[config.mk]
export PLATFORM = sky130hd
export DESIGN_NAME = sdd_decimator
export DESIGN_NICKNAME = d
export VERILOG_FILES = /design/src/rtl/sdd_pkg.sv /design/src/rtl/sdd_integ_chain.sv /design/src/rtl/sdd_comb_chain.sv /design/src/rtl/sdd_settle_ctrl.sv /design/src/rtl/sdd_decimator.sv
export SDC_FILE = /design/constraint.sdc
export NUM_CORES = 1
export LEC_CHECK = 0
export CORE_ASPECT_RATIO = 2
export CORE_MARGIN = 2
export CORE_UTILIZATION = 40
export CTS_CLUSTER_DIAMETER = 80
export DETAILED_ROUTE_END_ITERATION = 10
export DONT_BUFFER_PORTS = 1
export GPL_TIMING_DRIVEN = 0
export SLEW_MARGIN = 20
export SYNTH_ARGS = -nofsm -noshare
export SYNTH_HDL_FRONTEND = slang
export SYNTH_HIERARCHICAL = 1
export SYNTH_SLANG_ARGS = --single-unit
[constraint.sdc]
create_clock -name clk -period 13.9 [get_ports clk]
set_input_delay 2.78 -clock clk [delete_from_list [all_inputs] [get_ports clk]]
set_output_delay 2.78 -clock clk [all_outputs]
set_load 0.1 [all_outputs]
[src/rtl/sdd_pkg.sv]
package sdd_pkg;
   // Default configuration of the decimator
   localparam int SDD_ORDER  = 3;   // CIC stages
   localparam int SDD_LOG2_R = 7;   // decimation ratio 2**7 = 128
   localparam int SDD_OUT_W  = 16;  // output sample width

   // Register width needed for a unipolar 1-bit input: order*log2(R) + 1
   function automatic int sdd_acc_width(input int order, input int log2r);
      return order * log2r + 1;
   endfunction
endpackage

[src/rtl/sdd_integ_chain.sv]
module sdd_integ_chain #(
   parameter int ORDER = 3,
   parameter int ACC_W = 22
) (
   input  logic             clk,
   input  logic             rst_n,
   input  logic             en,
   input  logic             din,
   output logic [ACC_W-1:0] sum_next
);
   // stage_in[g] feeds integrator g; stage_in[ORDER] is the newest chain output
   logic [ACC_W-1:0] stage_in [0:ORDER];

   assign stage_in[0] = {{(ACC_W-1){1'b0}}, din};

   for (genvar g = 0; g < ORDER; g++) begin : gen_integ
      logic [ACC_W-1:0] acc_q;
      assign stage_in[g+1] = acc_q + stage_in[g];   // wrap-around add
      always_ff @(posedge clk) begin
         if (!rst_n)  acc_q <= '0;
         else if (en) acc_q <= stage_in[g+1];
      end
   end

   assign sum_next = stage_in[ORDER];
endmodule

[src/rtl/sdd_comb_chain.sv]
module sdd_comb_chain #(
   parameter int ORDER = 3,
   parameter int ACC_W = 22
) (
   input  logic             clk,
   input  logic             rst_n,
   input  logic             en,
   input  logic [ACC_W-1:0] din,
   output logic [ACC_W-1:0] dout
);
   logic [ACC_W-1:0] stage [0:ORDER];

   assign stage[0] = din;

   for (genvar g = 0; g < ORDER; g++) begin : gen_comb
      logic [ACC_W-1:0] dly_q;
      assign stage[g+1] = stage[g] - dly_q;         // wrap-around difference
      always_ff @(posedge clk) begin
         if (!rst_n)  dly_q <= '0;
         else if (en) dly_q <= stage[g];
      end
   end

   assign dout = stage[ORDER];
endmodule

[src/rtl/sdd_settle_ctrl.sv]
module sdd_settle_ctrl #(
   parameter int LOG2_R = 7,
   parameter int ORDER  = 3
) (
   input  logic clk,
   input  logic rst_n,
   input  logic bit_valid,
   input  logic chan_change,
   output logic accept,
   output logic dec_strobe,
   output logic emit,
   output logic out_valid,
   output logic settled
);
   localparam int SKW = $clog2(ORDER + 1);
   localparam logic [SKW-1:0] SKIP_INIT = SKW'(ORDER);

   logic [LOG2_R-1:0] phase_q;
   logic [SKW-1:0]    skip_q;
   logic              out_valid_q;
   logic              settled_q;

   assign accept     = bit_valid & ~chan_change;
   assign dec_strobe = accept & (&phase_q);
   assign emit       = dec_strobe & (skip_q == '0);

   always_ff @(posedge clk) begin
      if (!rst_n) begin
         phase_q     <= '0;
         skip_q      <= SKIP_INIT;
         out_valid_q <= 1'b0;
         settled_q   <= 1'b0;
      end else begin
         out_valid_q <= emit;
         if (chan_change) begin
            phase_q   <= '0;
            skip_q    <= SKIP_INIT;
            settled_q <= 1'b0;
         end else if (accept) begin
            phase_q <= phase_q + 1'b1;
            if (dec_strobe) begin
               if (skip_q != '0) skip_q    <= skip_q - 1'b1;
               else              settled_q <= 1'b1;
            end
         end
      end
   end

   assign out_valid = out_valid_q;
   assign settled   = settled_q;

   AST_CHANGE_CLEARS_SETTLED: assert property (@(posedge clk) disable iff (!rst_n)
      chan_change |=> !settled_q);
   AST_VALID_IMPLIES_SETTLED: assert property (@(posedge clk) disable iff (!rst_n)
      out_valid_q |-> settled_q);
   AST_CHANGE_SUPPRESSES: assert property (@(posedge clk) disable iff (!rst_n)
      chan_change |=> !out_valid_q);
   AST_PHASE_RESTART: assert property (@(posedge clk) disable iff (!rst_n)
      chan_change |=> (phase_q == '0));
   AST_VALID_AFTER_ACCEPT: assert property (@(posedge clk) disable iff (!rst_n)
      out_valid_q |-> $past(bit_valid && !chan_change));
endmodule

[src/rtl/sdd_decimator.sv]
module sdd_decimator import sdd_pkg::*; #(
   parameter int ORDER  = SDD_ORDER,
   parameter int LOG2_R = SDD_LOG2_R,
   parameter int OUT_W  = SDD_OUT_W
) (
   input  logic             clk,
   input  logic             rst_n,
   input  logic             bit_in,
   input  logic             bit_valid,
   input  logic             chan_change,
   output logic [OUT_W-1:0] sample,
   output logic             sample_valid,
   output logic             settled
);
   localparam int ACC_W = sdd_acc_width(ORDER, LOG2_R);
   localparam int SH    = ACC_W - 1 - OUT_W;
   // Mid-scale of the unipolar raw result: 2**(ACC_W-2)
   localparam logic [ACC_W:0] OFFSET = {2'b00, 1'b1, {(ACC_W-2){1'b0}}};
   localparam logic signed [ACC_W:0] MAXV = {{(ACC_W+2-OUT_W){1'b0}}, {(OUT_W-1){1'b1}}};
   localparam logic signed [ACC_W:0] MINV = {{(ACC_W+2-OUT_W){1'b1}}, {(OUT_W-1){1'b0}}};

   initial begin : elab_checks
      AST_ORDER_RANGE: assert (ORDER >= 1) else $error("ORDER must be at least 1");
      AST_RATIO_RANGE: assert (LOG2_R >= 1) else $error("LOG2_R must be at least 1");
      AST_OUT_FITS: assert (OUT_W >= 2 && OUT_W <= ACC_W - 1)
         else $error("OUT_W must lie in 2..ACC_W-1");
   end

   logic             accept, dec_strobe, emit, out_valid, settled_w;
   logic [ACC_W-1:0] integ_out, comb_out;
   logic signed [ACC_W:0] centered, scaled;
   logic [OUT_W-1:0] clipped;
   logic [OUT_W-1:0] sample_q;

   sdd_settle_ctrl #(.LOG2_R(LOG2_R), .ORDER(ORDER)) u_ctrl (
      .clk        (clk),
      .rst_n      (rst_n),
      .bit_valid  (bit_valid),
      .chan_change(chan_change),
      .accept     (accept),
      .dec_strobe (dec_strobe),
      .emit       (emit),
      .out_valid  (out_valid),
      .settled    (settled_w)
   );

   sdd_integ_chain #(.ORDER(ORDER), .ACC_W(ACC_W)) u_integ (
      .clk     (clk),
      .rst_n   (rst_n),
      .en      (accept),
      .din     (bit_in),
      .sum_next(integ_out)
   );

   sdd_comb_chain #(.ORDER(ORDER), .ACC_W(ACC_W)) u_comb (
      .clk  (clk),
      .rst_n(rst_n),
      .en   (dec_strobe),
      .din  (integ_out),
      .dout (comb_out)
   );

   // Centre the unipolar result around zero
   assign centered = $signed({1'b0, comb_out}) - $signed(OFFSET);

   if (SH > 0) begin : gen_shift
      assign scaled = centered >>> SH;
   end else begin : gen_noshift
      assign scaled = centered;
   end

   always_comb begin
      if (scaled > MAXV)      clipped = MAXV[OUT_W-1:0];
      else if (scaled < MINV) clipped = MINV[OUT_W-1:0];
      else                    clipped = scaled[OUT_W-1:0];
   end

   always_ff @(posedge clk) begin
      if (!rst_n)    sample_q <= '0;
      else if (emit) sample_q <= clipped;
   end

   assign sample       = sample_q;
   assign sample_valid = out_valid;
   assign settled      = settled_w;

   AST_SAMPLE_HOLDS: assert property (@(posedge clk) disable iff (!rst_n)
      !sample_valid |-> $stable(sample));
   AST_SETTLED_NO_EARLY_RISE: assert property (@(posedge clk) disable iff (!rst_n)
      $rose(settled) |-> sample_valid);
endmodule

# After elaboration in Yosys (flattened, before gate mapping)
# Cells that the tools add are included.
# totals
regBits	159
wordCells	36
# classes
addsub	9
magnitude_cmp	2
mux	2
bitwise_logic	6
reduce_logical	6
# op_table
cell	n
subtractor 22 bit	3
adder 22 bit	2
2-to-1 mux 16 bit	2
subtractor 22 x 21 -> 23 bit (second input constant)	1
adder 22 x 1 -> 22 bit	1
greater-than comparator 18 x 16 -> 1 bit (second input constant)	1
< comparator 18 x 16 -> 1 bit (second input constant)	1
adder 7 x 1 -> 7 bit (second input constant)	1
AND reduction 7 bit	1
AND reduction 3 bit	2
AND 1 bit	3
inverter 1 bit	3
logical NOT 2 bit	1
nonzero test 2 bit	1
OR reduction 2 bit	1
subtractor 2 x 1 -> 2 bit (second input constant)	1

# Logic depth before layout (Yosys ltp)
# Gate-level depths: netlist of run 1.
# logic_depth
depth_word	10
ltp_mapped	48
ltp_nobuf	44

# Modules after synthesis
# The synthesis of run 1 kept the hierarchy.
# modules_own_cells
mod	n_inst	cells_per_inst	area_per_inst_um2	seq_area_each_um2
sdd_comb_chain	1	713	5784.3	1321.3
sdd_integ_chain	1	601	5218.8	1321.3
sdd_decimator	1	73	643.1	320.3
sdd_settle_ctrl	1	58	523.0	220.2

# Least setup slack after synthesis of run 1
# Ideal clock, no wire load.
# synth_path
path_type	input port to flip-flop
start	input bit_in
end	register sample_q[10], in the netlist sample[10]
setup_time_ns	0.136
arrival_ns	10.871
t_required_ns	13.764
setup_slack_ns	2.892
stages	40
path_buffers	3
path_cell_list	ha_1 ha_1 nand3_1 nor2_1 xor2_1 ha_1 nand2_1 o21ai_0 a2111oi_4 or3_2 xnor2_1 ha_1 nand4_1 a21oi_1 a2111oi_0 nand2_1 xor2_1 buf_4 (+4 left out) a2111oi_0 nor3_1 xor2_1 ha_1 a21o_1 a21oi_1 o21a_1 xnor2_1 ha_1 and3_1 a2111oi_0 xnor3_1 buf_4 inv_1 ha_1 xor2_2 buf_6 a31oi_1
# synth_lines
element	line_no	rtl
start, declared	sdd_decimator.sv:8	input logic bit_in,
end signal, assigned	sdd_decimator.sv:80	else if (emit) sample_q <= clipped;
end, declared	sdd_decimator.sv:33	logic [OUT_W-1:0] sample_q;

==> out/metrics.cfg, run 1 <==
[status]
status=finished clean

[critical_path]
required_ns=14.20
r2r_setup_slack_ns=3.99
crit_top_cell=ha_1
cp_slowest_cell=a2111oi_0
critPathLaunchType=primary input
crit_path_start=bit_in
r2r-start=u_integ/gen_integ[0].acc_q[0]
crit_type=primary input to register
end_kind=register
cp_slowest_stage_delay_ns=0.54
arrival_ns=12.21
critical_path.max_fanout=10

[sta]
slew_headroom_pct=34.21
hold_viol_final=0
finalSetupTns_ns=0
fin_skew_ns=0.008854
setup_viol=0
slew_violations=0
worstMarginPinSlew_ns=0.9855
period_needed_ns=11.90
fin_hold_ws_ns=0.4794
rsz0062_at_grt=false
setup_slack_ns=1.997
fin_crit_sh_pct=85.63
max_freq_ghz=0.08401

[clock_tree]
insertion_delay_ns=0.44
cts_tree=built
clk_pin_slew_ns=0.06
cts_buffer_depth=2
ctsHtreeMaxLevel=4
numCtsBuffers=17
clockRootBuffer=clkbuf_16
ctsHoldBuffers=0
post_cts_buffers=0
ctsResizeCount=0
cts_num_sinks=159

[grt]
antenna_found_initial=0
busiest_layer=met2
grt_pass1_vias=9466
grt_first_pass_wirelength_um=45420
use_met1_pct=23.10
track_usage_pct=17.34
met3_usage_pct=2.787
gr-total-overflow=0
grtUsageMet2_pct=28.34
grt_max_degree=21

[floorplan]
die_w_um=126.9
io_pins=23
die_h_um=249.8
core_um2=29950
start_util_pct=40.33
dieArea_um2=31690
rows=90

[run]
cap_violations=0

[detailed_routing]
postRouteAntennaNets=0
dr.pass1.iters=5
wire_per_inst_um=14.81
drt-initial-drc-count=554
drt_wl_total_um=27120
vias=9772
drc_errors=0
vias_per_cell=5.334

[cells_and_area]
finalNonFillerCells=1832
seqCellArea_um2=3183
layout_commonest_cell=dfxtp_1
final_nets=1577
area_growth_pct=9.167
diodes=0
drive_above_1_share_pct=7.923
layout_common_cells=dfxtp_1, nor2_1, ha_1, inv_1
nFillCells=3007
multi_input_area_um2=7985

[placement]
dp_slack_ns=1.563
gp_congestion=0.9074
port_buffers=0
dp.cells=1800
hpwl_um=20660

[yosys]
ys.warnings.count=6
synth_area_um2=12080
avgSynthCellArea_um2=8.435
synth_nets=1558
netlist_instances=1432

[pwr]
power_density_nw_per_um2=152.3
p_leak_uw=0.005518
worst_ir_drop_vdd_uv=196.4
totalPowerFinal_uw=2008

[worst_hold_path]
hp-class=register to register
hp-start=u_comb/gen_comb[2].dly_q[8]

==> per-stage QoR <==
step	util, %	instance area, µm²
2_1_floorplan	-	12080
4_1_cts	44.02	13190
6_report	44.02	13190
3_5_place_dp	41.86	12540
5_1_grt	44.02	13190
3_3_place_gp	41.86	12540
==> sequential cells by signal, indices dropped and copies added, names as in the netlist <==
register / flops
sample: 16
u_comb/gen_comb.dly_q: 66
u_ctrl/out_valid: 1
u_ctrl/phase_q: 7
u_ctrl/settled: 1
u_ctrl/skip_q: 2
u_integ/gen_integ.acc_q: 66
==> final timing paths <==
check / end / depth (start not counted)
setup / recovery: sample[9] / 40
hold / removal: u_comb/gen_comb[2].dly_q[8] / 2
setup reg to reg: sample[9] / 40
hold reg to reg: u_comb/gen_comb[2].dly_q[8] / 2
==> critical path: cells and delay by family <==
| kind | cells | cell delay, ns |
|---|---|---|
| xor gates and xnor gates | 7 | 1.56 |
| buffers and inverters | 4 | 0.57 |
| AOI/OAI and AO/OA | 13 | 3.24 |
| adders and majority gates | 8 | 2.48 |
| and+or+nand+nor | 8 | 1.60 |
==> where the power goes <==
part           total (µW)  switching (µW)  internal (µW)  leakage (µW)
combinational        1030             529            498       0.00392
sequential            459            1.35            458       0.00128
clock                 522             195            327      0.000317
==> final cells by class <==
cell class | instances | share of cell area [%]
tap | 368 | 3.492
inverter | 112 | 3.188
sequential | 159 | 24.14
clock inverter | 11 | 1.414
multi-input combinational | 1076 | 60.56
clock buffer | 21 | 3.492
buffer | 85 | 3.720
==> layer usage <==
metal | wire length (µm) | part of all wire (%)
met1 | 13210 | 49
met2 | 12740 | 47
met3 | 633 | 2.3
met4 | 550 | 2.0
met5 | 0 | 0
No activity file was read; power rests on OpenSTA's default activity.
==> run 2: changes to the inputs <==
- CORE_MARGIN: 2 -> 3
- SKIP_CTS_REPAIR_TIMING: default -> 1
==> run 2 against run 1 <==
  * Die area rose by 2.4%
  * Cell area fell by 0.46%
  * Global-route usage is 0.58 points higher
  * Core utilization up 0.29 points
  * Clock power down 8.4%
  * First-iteration DRC count is 36% lower
  * Combinational power barely moved
  * Register-to-register slack got worse by 0.19 ns
  * Sequential power about the same
  * Critical path depth is 1 higher
  * Largest cell class unchanged
==> out/metrics.cfg, run 2 (same netlist as run 1, synthesis figures left out) <==
[detailed_routing]
postRouteAntennaNets=0  ; unchanged
drc_errors=0  ; unchanged
vias=9640  ; was 9772
dr.pass1.iters=5  ; unchanged
drt_wl_total_um=28050  ; was 27120 µm
wire_per_inst_um=15.34  ; was 14.81 µm
vias_per_cell=5.274  ; was 5.334
drt-initial-drc-count=354  ; was 554

[placement]
dp_slack_ns=1.338  ; was 1.563 ns
port_buffers=0  ; unchanged
hpwl_um=22600  ; was 20660 µm
gp_congestion=0.8482  ; was 0.9074

[floorplan]
die_h_um=251.8  ; was 249.8 µm
start_util_pct=40.78  ; was 40.33%
dieArea_um2=32440  ; was 31690 µm²
rows=89  ; was 90
core_um2=29620  ; was 29950 µm²
die_w_um=128.9  ; was 126.9 µm
io_pins=23  ; unchanged

[sta]
worstMarginPinSlew_ns=0.9787  ; was 0.9855 ns
setup_slack_ns=1.820  ; was 1.997 ns
slew_violations=0  ; unchanged
hold_viol_final=0  ; unchanged
max_freq_ghz=0.08278  ; was 0.08401 GHz
slew_headroom_pct=34.75  ; was 34.21%
fin_skew_ns=0.01172  ; was 0.008854 ns
setup_viol=0  ; unchanged
finalSetupTns_ns=0  ; unchanged
rsz0062_at_grt=false  ; unchanged
fin_crit_sh_pct=86.90  ; was 85.63%
period_needed_ns=12.08  ; was 11.90 ns

[critical_path]
end_kind=register  ; unchanged
required_ns=14.21  ; was 14.20 ns
arrival_ns=12.39  ; was 12.21 ns
cp_slowest_cell=a2111oi_0  ; unchanged
path_delay_family=compound AO/OA/AOI/OAI gates  ; unchanged
crit_type=primary input to register  ; unchanged
cp_slowest_stage_delay_ns=0.58  ; was 0.54 ns
path_buf_inv=4  ; unchanged
crit_top_cell=ha_1  ; unchanged
critical_path.max_fanout=10  ; unchanged
critPathLaunchType=primary input  ; unchanged

[status]
status=finished clean  ; unchanged

[cells_and_area]
final_nets=1577  ; unchanged
area_growth_pct=8.670  ; was 9.167%
layout_common_cells=dfxtp_1, nor2_1, ha_1, inv_1  ; unchanged
drive_above_1_share_pct=8.060  ; was 7.923%
diodes=0  ; unchanged
nFillCells=2997  ; was 3007
layout_commonest_cell=dfxtp_1  ; unchanged

[clock_tree]
cts_num_sinks=159  ; unchanged
numCtsBuffers=17  ; unchanged
clockRootBuffer=clkbuf_16  ; unchanged
ctsHtreeMaxLevel=4  ; unchanged
cts_buffer_depth=2  ; unchanged
clk_pin_slew_ns=0.06  ; about the same
insertion_delay_ns=0.45  ; was 0.44 ns
cts_tree=built  ; unchanged

[run]
cap_violations=0  ; unchanged

[grt]
gr-total-overflow=0  ; unchanged
grt_pass1_vias=9724  ; was 9466
track_usage_pct=17.92  ; was 17.34%
grt_max_degree=21  ; unchanged
antenna_found_initial=0  ; unchanged
grt_first_pass_wirelength_um=46190  ; was 45420 µm

[pwr]
worst_ir_drop_vdd_uv=113.1  ; was 196.4 µV
p_leak_uw=0.005491  ; was 0.005518 µW
power_density_nw_per_um2=149.4  ; was 152.3 nW/µm²

[worst_hold_path]
hp-class=register to register  ; unchanged

==> run 2: cell count changes in the layout (fill, tap and decap cells not counted), sizes merged <==
cell | before | now
clkinv | 6 | 9
bufinv | 5 | 2
inv | 111 | 112
clkbuf | 47 | 45
clkinvlp | 1 | 2
==> run 2: worst register-to-register path, delay by kind of cell (launching register included) <==
kind | cells | cell delay, ns
DFF | 1 | 0.33
AOI/OAI and AO/OA | 13 | 3.43
xor gates and xnor gates | 7 | 1.55
adders and majority gates | 8 | 2.44
and+or+nand+nor | 9 | 1.63
buffers and inverters | 4 | 0.57
==> run 2: power breakdown <==
part / leakage (µW) / switching (µW) / internal (µW) / total [µW]
Combinational: 0.00392 / 528 / 497 / 1020
Clock: 0.000289 / 204 / 274 / 478
Sequential: 0.00128 / 1.34 / 457 / 459
==> run 2: path summary, 6_finish.rpt <==
| kind | from | slack [ns] | endpoint | cells after the start |
|---|---|---|---|---|
| max | bit_in | 1.82 | sample[6] | 41 |
| min | u_comb/gen_comb[2].dly_q[8] | 0.48 | u_comb/gen_comb[2].dly_q[8] | 2 |
| max reg2reg | u_integ/gen_integ[0].acc_q[0] | 3.80 | sample[6] | 41 |
| min reg2reg | u_comb/gen_comb[2].dly_q[8] | 0.48 | u_comb/gen_comb[2].dly_q[8] | 2 |
==> run 2: area by class of cell <==
cell class,count,area [µm²],area share (%)
flip-flops and latches,159,3183,24.25
clock buffers,19,452.9,3.451
plain buffers,85,490.5,3.737
well taps,364,455.4,3.470
clock inverters,13,138.9,1.058
inverters,112,420.4,3.203
multi-input cells,1076,7985,60.83
==> run 2: routing by layer <==
| metal | wire length (µm) | up-vias | track usage [%] |
|---|---|---|---|
| li1 | - | 5001 | - |
| met1 | 9889 | 4479 | 15.63 |
| met2 | 16630 | 108 | 37.89 |
| met3 | 434 | 52 | 2.140 |
| met4 | 1095 | 0 | 8.621 |
| met5 | 0 | - | 0 |
==> run 2: metrics by stage <==
stage          util (%)  instance area [µm²]  instances  hold WS, ns  power [µW]
5_1_grt           44.31                13130       1828       0.4958        2131
3_3_place_gp      42.32                12530       1796       0.4584        1484
3_5_place_dp      42.32                12530       1796       0.4680        1502
6_report          44.31                13130       1828       0.4770        1961
2_1_floorplan         -                12080       1432       0.4504        1328
4_1_cts           44.31                13130       1828       0.4790        1989
